--- config.mk ---
export PLATFORM = sky130hd
export DESIGN_NAME = prio_irq_ctrl
export DESIGN_NICKNAME = d
export VERILOG_FILES = /design/src/rtl/pic_pkg.sv /design/src/rtl/pic_pending.sv /design/src/rtl/pic_arbiter.sv /design/src/rtl/pic_stack.sv /design/src/rtl/prio_irq_ctrl.sv
export SDC_FILE = /design/constraint.sdc
export NUM_CORES = 1
export LEC_CHECK = 0
export ABC_AREA = 1
export BUFFER_PORTS_ARGS = -buffer_cell sky130_fd_sc_hd__buf_2
export CAP_MARGIN = 20
export CORE_ASPECT_RATIO = 1.1
export CORE_MARGIN = 4
export CORE_UTILIZATION = 60
export DETAILED_ROUTE_END_ITERATION = 10
export PLACE_DENSITY = 0.88
export SLEW_MARGIN = 15
export SYNTH_ARGS = -nofsm -noshare
export SYNTH_HDL_FRONTEND = slang
export SYNTH_SLANG_ARGS = --single-unit
--- constraint.sdc ---
create_clock -name clk -period 38.9 [get_ports clk]
set_input_delay 1.945 -clock clk [delete_from_list [all_inputs] [get_ports clk]]
set_output_delay 1.945 -clock clk [all_outputs]
set_load 0.05 [all_outputs]
--- src/rtl/pic_pkg.sv ---
package pic_pkg;
  localparam int PRIO_W = 3;

  typedef logic [PRIO_W-1:0] prio_t;

  typedef enum logic [2:0] {
    OP_ENABLE = 3'd0,
    OP_PRIO   = 3'd1,
    OP_GROUP  = 3'd2,
    OP_MASK   = 3'd3,
    OP_GATE   = 3'd4,
    OP_PSET   = 3'd5,
    OP_PCLR   = 3'd6,
    OP_NONE   = 3'd7
  } wr_op_e;

  // Bits of a priority that form the preempting group level.
  function automatic prio_t group_mask(input logic [2:0] gbits);
    int    keep;
    prio_t m;
    keep = (gbits >= 3'd3) ? PRIO_W : int'(gbits);
    m = '0;
    for (int b = 0; b < PRIO_W; b++) begin
      if (b >= PRIO_W - keep) m[b] = 1'b1;
    end
    return m;
  endfunction
endpackage

--- src/rtl/pic_pending.sv ---
module pic_pending #(
  parameter int N_SRC = 32
) (
  input  logic             clk,
  input  logic             rst,
  input  logic [N_SRC-1:0] src,
  input  logic [N_SRC-1:0] active,
  input  logic [N_SRC-1:0] rearm,
  input  logic [N_SRC-1:0] sw_set,
  input  logic [N_SRC-1:0] sw_clr,
  input  logic [N_SRC-1:0] ack_clr,
  output logic [N_SRC-1:0] pend
);
  logic [N_SRC-1:0] src_q;

  always_ff @(posedge clk) begin
    if (rst) src_q <= '0;
    else     src_q <= src;
  end

  for (genvar i = 0; i < N_SRC; i++) begin : g_line
    logic hw_set;
    assign hw_set = src[i] & ~active[i] & (~src_q[i] | rearm[i]);

    always_ff @(posedge clk) begin
      if (rst)            pend[i] <= 1'b0;
      else if (sw_clr[i]) pend[i] <= 1'b0;
      else if (ack_clr[i]) pend[i] <= 1'b0;
      else if (hw_set | sw_set[i]) pend[i] <= 1'b1;
    end
  end
endmodule

--- src/rtl/pic_arbiter.sv ---
module pic_arbiter
  import pic_pkg::*;
#(
  parameter int N_SRC = 32,
  localparam int IDX_W = (N_SRC > 1) ? $clog2(N_SRC) : 1
) (
  input  logic [N_SRC-1:0]             pend,
  input  logic [N_SRC-1:0]             en,
  input  logic [N_SRC-1:0][PRIO_W-1:0] prio,
  input  prio_t                        mask,
  output logic                         win_valid,
  output logic [IDX_W-1:0]             win_idx,
  output prio_t                        win_prio
);
  logic [N_SRC-1:0] elig;

  for (genvar i = 0; i < N_SRC; i++) begin : g_elig
    assign elig[i] = pend[i] & en[i] & ((mask == '0) | (prio[i] < mask));
  end

  // Strict compare keeps the lowest index on a tie.
  always_comb begin
    win_valid = 1'b0;
    win_idx   = '0;
    win_prio  = '1;
    for (int i = 0; i < N_SRC; i++) begin
      if (elig[i] && (!win_valid || prio[i] < win_prio)) begin
        win_valid = 1'b1;
        win_idx   = IDX_W'(i);
        win_prio  = prio[i];
      end
    end
  end
endmodule

--- src/rtl/pic_stack.sv ---
module pic_stack
  import pic_pkg::*;
#(
  parameter int DEPTH = 8,
  parameter int IDX_W = 5,
  localparam int PW = (DEPTH > 1) ? $clog2(DEPTH) : 1,
  localparam int DW = $clog2(DEPTH + 1)
) (
  input  logic             clk,
  input  logic             rst,
  input  logic             push,
  input  logic             pop,
  input  prio_t            push_grp,
  input  logic [IDX_W-1:0] push_idx,
  output logic             empty,
  output logic             full,
  output prio_t            top_grp,
  output logic [IDX_W-1:0] top_idx,
  output logic [DW-1:0]    depth
);
  prio_t            grp_mem [DEPTH];
  logic [IDX_W-1:0] idx_mem [DEPTH];
  logic [DW-1:0]    sp_q;
  logic [PW-1:0]    wr_ptr;
  logic [PW-1:0]    rd_ptr;

  assign wr_ptr = PW'(sp_q);
  assign rd_ptr = PW'(sp_q - 1'b1);
  assign empty  = (sp_q == '0);
  assign full   = (sp_q == DW'(DEPTH));
  assign depth  = sp_q;

  always_ff @(posedge clk) begin
    if (push && !full) begin
      grp_mem[wr_ptr] <= push_grp;
      idx_mem[wr_ptr] <= push_idx;
    end
  end

  always_ff @(posedge clk) begin
    if (rst)                 sp_q <= '0;
    else if (push && !full)  sp_q <= sp_q + 1'b1;
    else if (pop && !empty)  sp_q <= sp_q - 1'b1;
  end

  assign top_grp = empty ? '1 : grp_mem[rd_ptr];
  assign top_idx = empty ? '0 : idx_mem[rd_ptr];
endmodule

--- src/rtl/prio_irq_ctrl.sv ---
module prio_irq_ctrl
  import pic_pkg::*;
#(
  parameter int N_SRC   = 32,
  parameter int STACK_D = 8,
  localparam int IDX_W  = (N_SRC > 1) ? $clog2(N_SRC) : 1,
  localparam int DW     = $clog2(STACK_D + 1)
) (
  input  logic             clk,
  input  logic             rst,
  input  logic [N_SRC-1:0] src,
  input  logic             wr_en,
  input  logic [2:0]       wr_op,
  input  logic [IDX_W-1:0] wr_idx,
  input  logic [7:0]       wr_data,
  output logic             irq_req,
  output logic [IDX_W-1:0] irq_vec,
  input  logic             irq_ack,
  input  logic             irq_eoh
);
  wr_op_e                       op;
  logic                         idx_ok;
  logic [N_SRC-1:0]             en_q;
  logic [N_SRC-1:0][PRIO_W-1:0] prio_q;
  logic [2:0]                   grp_q;
  prio_t                        mask_q;
  logic                         gate_q;
  logic [N_SRC-1:0]             active_q;
  logic [N_SRC-1:0]             rearm_q;
  logic [N_SRC-1:0]             pend_q;
  logic [N_SRC-1:0]             sw_set, sw_clr, ack_clr;
  logic                         ack_fire, pop_fire;
  logic                         win_valid;
  logic [IDX_W-1:0]             win_idx;
  prio_t                        win_prio, win_grp, gmask;
  logic                         stk_empty, stk_full;
  prio_t                        top_grp;
  logic [IDX_W-1:0]             top_idx;
  logic [DW-1:0]                stk_depth;
  logic                         may_preempt;
  logic                         req_d;
  logic                         unused_bits;

  assign op          = wr_op_e'(wr_op);
  assign idx_ok      = (int'(wr_idx) < N_SRC);
  assign unused_bits = ^wr_data[4:3];

  // Configuration registers
  always_ff @(posedge clk) begin
    if (rst) begin
      en_q   <= '0;
      prio_q <= '0;
      grp_q  <= 3'd3;
      mask_q <= '0;
      gate_q <= 1'b1;
    end else if (wr_en) begin
      case (op)
        OP_ENABLE: if (idx_ok) en_q[wr_idx]   <= wr_data[0];
        OP_PRIO:   if (idx_ok) prio_q[wr_idx] <= wr_data[7:5];
        OP_GROUP:  grp_q  <= wr_data[2:0];
        OP_MASK:   mask_q <= wr_data[7:5];
        OP_GATE:   gate_q <= wr_data[0];
        default:   ;
      endcase
    end
  end

  assign ack_fire = irq_ack & irq_req;
  assign pop_fire = irq_eoh & ~stk_empty & ~ack_fire;

  always_comb begin
    sw_set  = '0;
    sw_clr  = '0;
    ack_clr = '0;
    if (wr_en && idx_ok && op == OP_PSET) sw_set[wr_idx] = 1'b1;
    if (wr_en && idx_ok && op == OP_PCLR) sw_clr[wr_idx] = 1'b1;
    if (ack_fire) ack_clr[irq_vec] = 1'b1;
  end

  // Lines currently being serviced, and the re-arm pulse after their end
  always_ff @(posedge clk) begin
    if (rst) begin
      active_q <= '0;
      rearm_q  <= '0;
    end else begin
      rearm_q <= '0;
      if (pop_fire) begin
        active_q[top_idx] <= 1'b0;
        rearm_q[top_idx]  <= 1'b1;
      end
      if (ack_fire) active_q[irq_vec] <= 1'b1;
    end
  end

  pic_pending #(.N_SRC(N_SRC)) u_pend (
    .clk     (clk),
    .rst     (rst),
    .src     (src),
    .active  (active_q),
    .rearm   (rearm_q),
    .sw_set  (sw_set),
    .sw_clr  (sw_clr),
    .ack_clr (ack_clr),
    .pend    (pend_q)
  );

  pic_arbiter #(.N_SRC(N_SRC)) u_arb (
    .pend      (pend_q),
    .en        (en_q),
    .prio      (prio_q),
    .mask      (mask_q),
    .win_valid (win_valid),
    .win_idx   (win_idx),
    .win_prio  (win_prio)
  );

  assign gmask   = group_mask(grp_q);
  assign win_grp = win_prio & gmask;

  pic_stack #(.DEPTH(STACK_D), .IDX_W(IDX_W)) u_stk (
    .clk      (clk),
    .rst      (rst),
    .push     (ack_fire),
    .pop      (pop_fire),
    .push_grp (win_grp_at_ack()),
    .push_idx (irq_vec),
    .empty    (stk_empty),
    .full     (stk_full),
    .top_grp  (top_grp),
    .top_idx  (top_idx),
    .depth    (stk_depth)
  );

  // Group level of the accepted line, from its stored priority.
  function automatic prio_t win_grp_at_ack();
    return prio_q[irq_vec] & gmask;
  endfunction

  assign may_preempt = stk_empty | (win_grp < top_grp);
  assign req_d       = gate_q & win_valid & may_preempt & ~stk_full & ~ack_fire;

  always_ff @(posedge clk) begin
    if (rst) begin
      irq_req <= 1'b0;
      irq_vec <= '0;
    end else begin
      irq_req <= req_d;
      irq_vec <= win_idx;
    end
  end
endmodule

==> results.json, run 1 <==
{
  "cpMaxStageDelayCell": "buf_4",
  "slew_headroom": 0.238,
  "synth.cell_area_um2": 19600,
  "p_total_uw": 905,
  "clkTransAtPathRegs_ns": 0.07,
  "syn_nets": 2966,
  "rsz0062_at_grt": "no",
  "fin_ws_ns": 6.44,
  "required_ns": 39.36,
  "wl_per_cell_um": 17.9,
  "cts-root-buf": "clkbuf_16",
  "hold_buffers": 0,
  "synthTopCellsByArea": "dfxtp_1, edfxtp_1, nand2_1",
  "hold_class": "flop to flop",
  "cts_buffer_depth": 3,
  "finalHoldViolCount": 0,
  "grt_max_degree": 104,
  "drtAntennaViolNets": 0,
  "core-area_um2": 32300,
  "grt_pass1_vias": 19000,
  "cts_tree": "done",
  "min_period_ns": 32.46,
  "slew_viol_final": 0,
  "post_cts_buffers": 0,
  "worst_clock_skew_ns": 0.0171,
  "syn_area_per_cell_um2": 6.98,
  "critPathMaxFanout": 34,
  "end_kind": "flop",
  "grt_overflow": 0,
  "instances_no_fill": 3295,
  "ys.flop_type": "dfxtp_1",
  "hpwl_um": 41700,
  "hold_ws_ns": 0.466,
  "synth_top_area_cell": "dfxtp_1",
  "rows": 69,
  "dr_total_vias": 19700,
  "clkLatencyLatePin_ns": 0.53,
  "worstSetupPathType": "flop to flop",
  "viasPerCell": 5.99,
  "syn_inst": 2811,
  "leakagePower_uw": 0.00943,
  "ios": 59,
  "dp_slack_ns": 6.67,
  "cts_buffers": 36,
  "crit_family": "simple AND/OR/NAND/NOR gates",
  "max_freq_mhz": 30.8,
  "area_delta_synth_final_pct": 9.15,
  "ys_seq_elements": 337,
  "max_stage_delay_ns": 0.46,
  "worstMarginPinSlew_ns": 1.13,
  "peakVddDrop_mv": 0.0482,
  "yosysSeqAreaShare": 0.376,
  "synth_top_area_frac": 0.278,
  "htreeDepth": 2,
  "fin_tns_setup_ns": 0,
  "track_usage": 0.320,
  "finalSetupViolCount": 0,
  "dr.pass1.iters": 8,
  "wl_um": 59000,
  "cpMostUsedCell": "nand2_1",
  "fin_nets": 2996,
  "ctsResizeCount": 0,
  "async_flop_share": 0,
  "crit_buf_inv": 32,
  "start_util": 0.608,
  "synth-edff-count": 64,
  "cp.arrival_ns": 32.92,
  "finalCritPeriodShare": 0.834,
  "power.density_nw_per_um2": 42.2,
  "outcome": "complete, no violations",
  "cts.sinks": 337,
  "dieWidth_um": 180,
  "yosys_warnings": 0,
  "dpl.cell_count": 3226,
  "cap_violations": 0,
  "gp_congestion": 1.01,
  "synth_cell_types": 42,
  "dieHeight_um": 198,
  "grt_first_pass_wirelength_um": 94000,
  "portBuffers": 56,
  "layout-drive-gt1-share": 0.0788,
  "drtIter0Drc": 1965,
  "fp.dieArea_um2": 35700,
  "grt_antenna_before_repair": 2,
  "start_kind": "flop",
  "drc_errors": 0
}
-- through the flow --
stage / utilization / area (um^2)
after detailed placement: 0.626 / 20200
final: 0.664 / 21400
after CTS: 0.662 / 21400
after global placement: 0.626 / 20200
after global routing: 0.663 / 21400
after floorplan: - / 19600
-- cell usage after synthesis, types with 3 or more instances --
cell / instances
a2111oi_0: 8
a211oi_1: 58
a21oi_1: 203
a22oi_1: 9
a31oi_1: 6
buf_1: 8
buf_4: 4
clkbuf_1: 66
clkinv_1: 28
dfxtp_1: 273
edfxtp_1: 64
ha_1: 102
inv_1: 404
inv_2: 4
nand2_1: 471
nand2_2: 41
nand2_4: 37
nand3_1: 211
nand4_1: 4
nor2_1: 405
nor3_1: 17
o211ai_1: 41
o21ai_0: 269
o21ai_1: 3
o221ai_1: 16
o22ai_1: 38
-- layout by cell type (no fill, tap or decap), types with 8 or more instances in the layout --
| cell | Yosys | routed |
|---|---|---|
| nand2_4 | 37 | 37 |
| dfxtp_1 | 273 | 273 |
| buf_2 | 0 | 55 |
| a22oi_1 | 9 | 9 |
| edfxtp_1 | 64 | 64 |
| o22ai_1 | 38 | 38 |
| clkinv_1 | 28 | 31 |
| a211oi_1 | 58 | 58 |
| buf_4 | 4 | 16 |
| ha_1 | 102 | 102 |
| nor2_1 | 405 | 404 |
| a2111oi_0 | 8 | 8 |
| inv_1 | 404 | 403 |
| nor3_1 | 17 | 17 |
| o211ai_1 | 41 | 41 |
| a21oi_1 | 203 | 203 |
| clkbuf_16 | 0 | 36 |
| nand2_1 | 471 | 471 |
| o21ai_0 | 269 | 269 |
| o221ai_1 | 16 | 16 |
| nand3_1 | 211 | 211 |
| nand2_2 | 41 | 41 |
-- logic make-up after synthesis --
logic type	after synthesis	share of synthesized area
simple gates	1192	0.265
compound gates	657	0.190
buf+inv	522	0.104
flops	337	0.376
fa+ha+maj	102	0.0650
xor+xnor	1	0.000446
-- area by class of cell --
cell class | instances | area [um^2]
fillers | 2700 | 10900
well taps | 426 | 533
clock buffers | 42 | 953
inverters | 440 | 1690
repair buffers | 74 | 445
multi-input cells | 1952 | 10200
clock inverters | 23 | 205
flip-flops and latches | 337 | 7390
diodes | 1 | 2.50
-- per-layer routing --
layer	GRT usage	vias up	wire length [um]	part of all wire
li1	-	9348	-	-
met1	0.394	8970	22300	0.38
met2	0.520	1130	26500	0.45
met3	0.0772	281	6750	0.11
met4	0.179	4	3430	0.058
met5	0	-	28	0.00047
-- worst reg2reg max path, delay by kind of cell (launching register included) --
kind	cells	cell delay [ns]
flip-flops	1	0.31
buffers and inverters	32	2.09
AND/OR/NAND/NOR	155	11.61
AO/OA/AOI/OAI	38	8.87
adder cells (fa/ha/maj)	33	9.49
-- power breakdown --
part	internal (uW)	switching (uW)
logic	48.4	149
registers	363	5.32
clock network	191	147
total	603	302
-- path summary, 6_finish.rpt --
check	startpoint	slack (ns)	endpoint	depth (start not counted)
setup / recovery	mask_q[2]$_SDFFE_PP0P_	6.44	irq_req$_SDFF_PP0_	258
hold / removal	active_q[22]$_SDFF_PP0_	0.47	active_q[22]$_SDFF_PP0_	2
setup reg to reg	mask_q[2]$_SDFFE_PP0P_	6.44	irq_req$_SDFF_PP0_	258
hold reg to reg	active_q[22]$_SDFF_PP0_	0.47	active_q[22]$_SDFF_PP0_	2
-- state kept, by name, summed over array words and instances, names as in the netlist, 4 cells and up --
register,count
active_q,32
en_q,32
irq_vec,5
prio_q,96
rearm_q,32
u_pend.pend,32
u_pend.src_q,32
u_stk.depth,4
u_stk.grp_mem,24
u_stk.idx_mem,40
Power figures use the tool's default switching activity.
==> inputs of run 2 (changes only) <==
Clock period 38.9 ns to 30.9 ns, I/O delays scaled along.
==> run 2 against run 1 <==
Against the previous run: sequential cell count unchanged; routed wire length up 4.7%; global-route usage up 0.11 points; cell count up 1.4%; utilization up 3.7 points; first-iteration DRC count up 34%; fmax up 12%; critical endpoint unchanged; highest routed layer unchanged.
==> results.json, run 2 (same netlist as run 1, synthesis figures left out) <==
{
  "required_ns": 31.36,
  "area_delta_synth_final_pct": 15.2,
  "r2r_end": "irq_req$_SDFF_PP0_",
  "worst_clock_skew_ns": 0.0267,
  "crit_family": "simple AND/OR/NAND/NOR gates",
  "worstSetupPathType": "flop to flop",
  "start_util": 0.608,
  "outcome": "complete, no violations",
  "fin_util": 0.700,
  "critPathMaxFanout": 8,
  "worstMarginPinSlew_ns": 1.10,
  "peakVddDrop_mv": 0.0552,
  "dr_total_vias": 20500,
  "max_freq_mhz": 34.4,
  "crit_start": "mask_q[2]$_SDFFE_PP0P_",
  "instances_no_fill": 3342,
  "dr.pass1.iters": 7,
  "rows": 69,
  "dieHeight_um": 198,
  "cts_buffer_depth": 3,
  "dieWidth_um": 180,
  "cap_violations": 0,
  "fin_nets": 3044,
  "leakagePower_uw": 0.00986,
  "layout-drive-gt1-share": 0.118,
  "wl_per_cell_um": 18.5,
  "ios": 59,
  "grt_max_degree": 109,
  "top_register": "prio_q",
  "cts_buffers": 35,
  "wl_um": 61800,
  "fp.dieArea_um2": 35700,
  "drtAntennaViolNets": 0,
  "crit_end": "irq_req$_SDFF_PP0_",
  "power.density_nw_per_um2": 53.0,
  "drtIter0Drc": 2627,
  "clkTransAtPathRegs_ns": 0.06,
  "largest_reg_flops": 96,
  "clkLatencyLatePin_ns": 0.55,
  "finalSetupViolCount": 0,
  "drc_errors": 0,
  "core-area_um2": 32300,
  "htreeDepth": 2,
  "p_total_uw": 1200,
  "portBuffers": 56,
  "cts_tree": "done",
  "finalInstanceArea_um2": 22600,
  "finalHoldViolCount": 0,
  "grt_antenna_before_repair": 2,
  "r2r_setup_slack_ns": 1.80,
  "grt_first_pass_wirelength_um": 94200,
  "cts.sinks": 337,
  "final_cell_mix": "nand2_1, inv_1, nor2_1",
  "layout_commonest_cell": "nand2_1",
  "hold_class": "flop to flop",
  "end_kind": "flop",
  "start_kind": "flop",
  "slew_viol_final": 0,
  "cpMostUsedCell": "nand2_1",
  "track_usage": 0.321,
  "gp_congestion": 0.980,
  "grt_overflow": 0,
  "finalCritPeriodShare": 0.942,
  "rr_worst_depth": 282,
  "hold_buffers": 0,
  "max_stage_delay_ns": 0.32,
  "cpMaxStageDelayCell": "ha_1",
  "crit_buf_inv": 33,
  "min_period_ns": 29.10,
  "slew_headroom": 0.264,
  "antennaDiodeCount": 0,
  "hpwl_um": 42200,
  "viasPerCell": 6.12,
  "cts-root-buf": "clkbuf_16",
  "placed_area_um2": 20200,
  "dpl.cell_count": 3229,
  "grt_pass1_vias": 18900,
  "timing.rr.start": "mask_q[2]$_SDFFE_PP0P_",
  "cp.arrival_ns": 29.56,
  "reg_top3": "prio_q x96, u_stk.idx_mem x40",
  "critical_path_depth": 282
}
[run 2: changes by cell type in the layout (fill, tap and decap cells not counted), moves of 4 or more]
| cell | delta |
|---|---|
| ha_1 | -4 |
| nand2_1 | -29 |
| buf_4 | +51 |
| a21oi_2 | +5 |
| o21ai_0 | -31 |
| o21ai_2 | +8 |
| clkinvlp_4 | -4 |
| nand2_4 | +17 |
| bufinv_16 | +7 |
| o21ai_4 | +22 |
| a21oi_1 | -5 |
| ha_4 | +4 |
| nand2_8 | +12 |
[run 2: power breakdown]
| part | internal [uW] | total (uW) | switching (uW) | leakage [uW] |
|---|---|---|---|---|
| logic | 62.2 | 254 | 192 | 0.00641 |
| registers | 457 | 464 | 6.85 | 0.00282 |
| clock network | 298 | 481 | 183 | 0.000637 |
[run 2: worst min-delay path: cells and delay by family, from the launching register on]
kind               cells  cell delay (ns)
DFF                    1             0.31
and+or+nand+nor        1             0.06
AOI/OAI and AO/OA      1             0.05
[run 2: timing repair]
| item | CTS | global route |
|---|---|---|
| hold endpoints to repair | 0 | 0 |
| pin swaps | 0 | 34 |
| resized for setup | 11 | 154 |
| setup endpoints to repair | 6 | 6 |
| setup buffers | 0 | 47 |
[run 2: stage by stage]
stage / TNS (ns) / setup WS, ns / hold slack, ns
3_5_place_dp: -2.37 / -0.851 / 0.465
2_1_floorplan: 0 / 2.96 / 0.429
6_report: 0 / 1.80 / 0.468
4_1_cts: 0 / 0.0900 / 0.472
5_1_grt: -1.64 / -0.686 / 0.497
3_3_place_gp: 0 / 0.0260 / 0.450
[run 2: how the worst min path moves through the flow]
| stage | from | endpoint | slack, ns | depth (start not counted) |
|---|---|---|---|---|
| finish | active_q[25]$_SDFF_PP0_ | active_q[25]$_SDFF_PP0_ | 0.47 | 2 |
| floorplan | gate_q$_SDFFE_PP1P_ | gate_q$_SDFFE_PP1P_ | 0.43 | 2 |
| detailed placement | active_q[22]$_SDFF_PP0_ | active_q[22]$_SDFF_PP0_ | 0.46 | 2 |
| CTS | en_q[31]$_SDFFE_PP0P_ | en_q[31]$_SDFFE_PP0P_ | 0.47 | 2 |
| global route | active_q[15]$_SDFF_PP0_ | active_q[15]$_SDFF_PP0_ | 0.50 | 2 |
| global placement | active_q[22]$_SDFF_PP0_ | active_q[22]$_SDFF_PP0_ | 0.45 | 2 |
[run 2: cell type report]
cell class	instances	area, um^2
Clock buffer	44	961
Clock inverter	20	345
Fill cell	2428	9680
Inverter	440	1690
Multi-Input combinational cell	1952	10900
Sequential cell	337	7390
Tap cell	426	533
Timing Repair Buffer	123	806
[run 2: layer usage]
metal	vias to the layer above	share of wire	global-route usage	wire [um]
li1	9453	-	-	-
met1	9344	0.38	0.409	23200
met4	4	0.059	0.168	3630
met2	1351	0.45	0.527	28000
met3	316	0.11	0.0562	6900
met5	-	0.00045	0	28
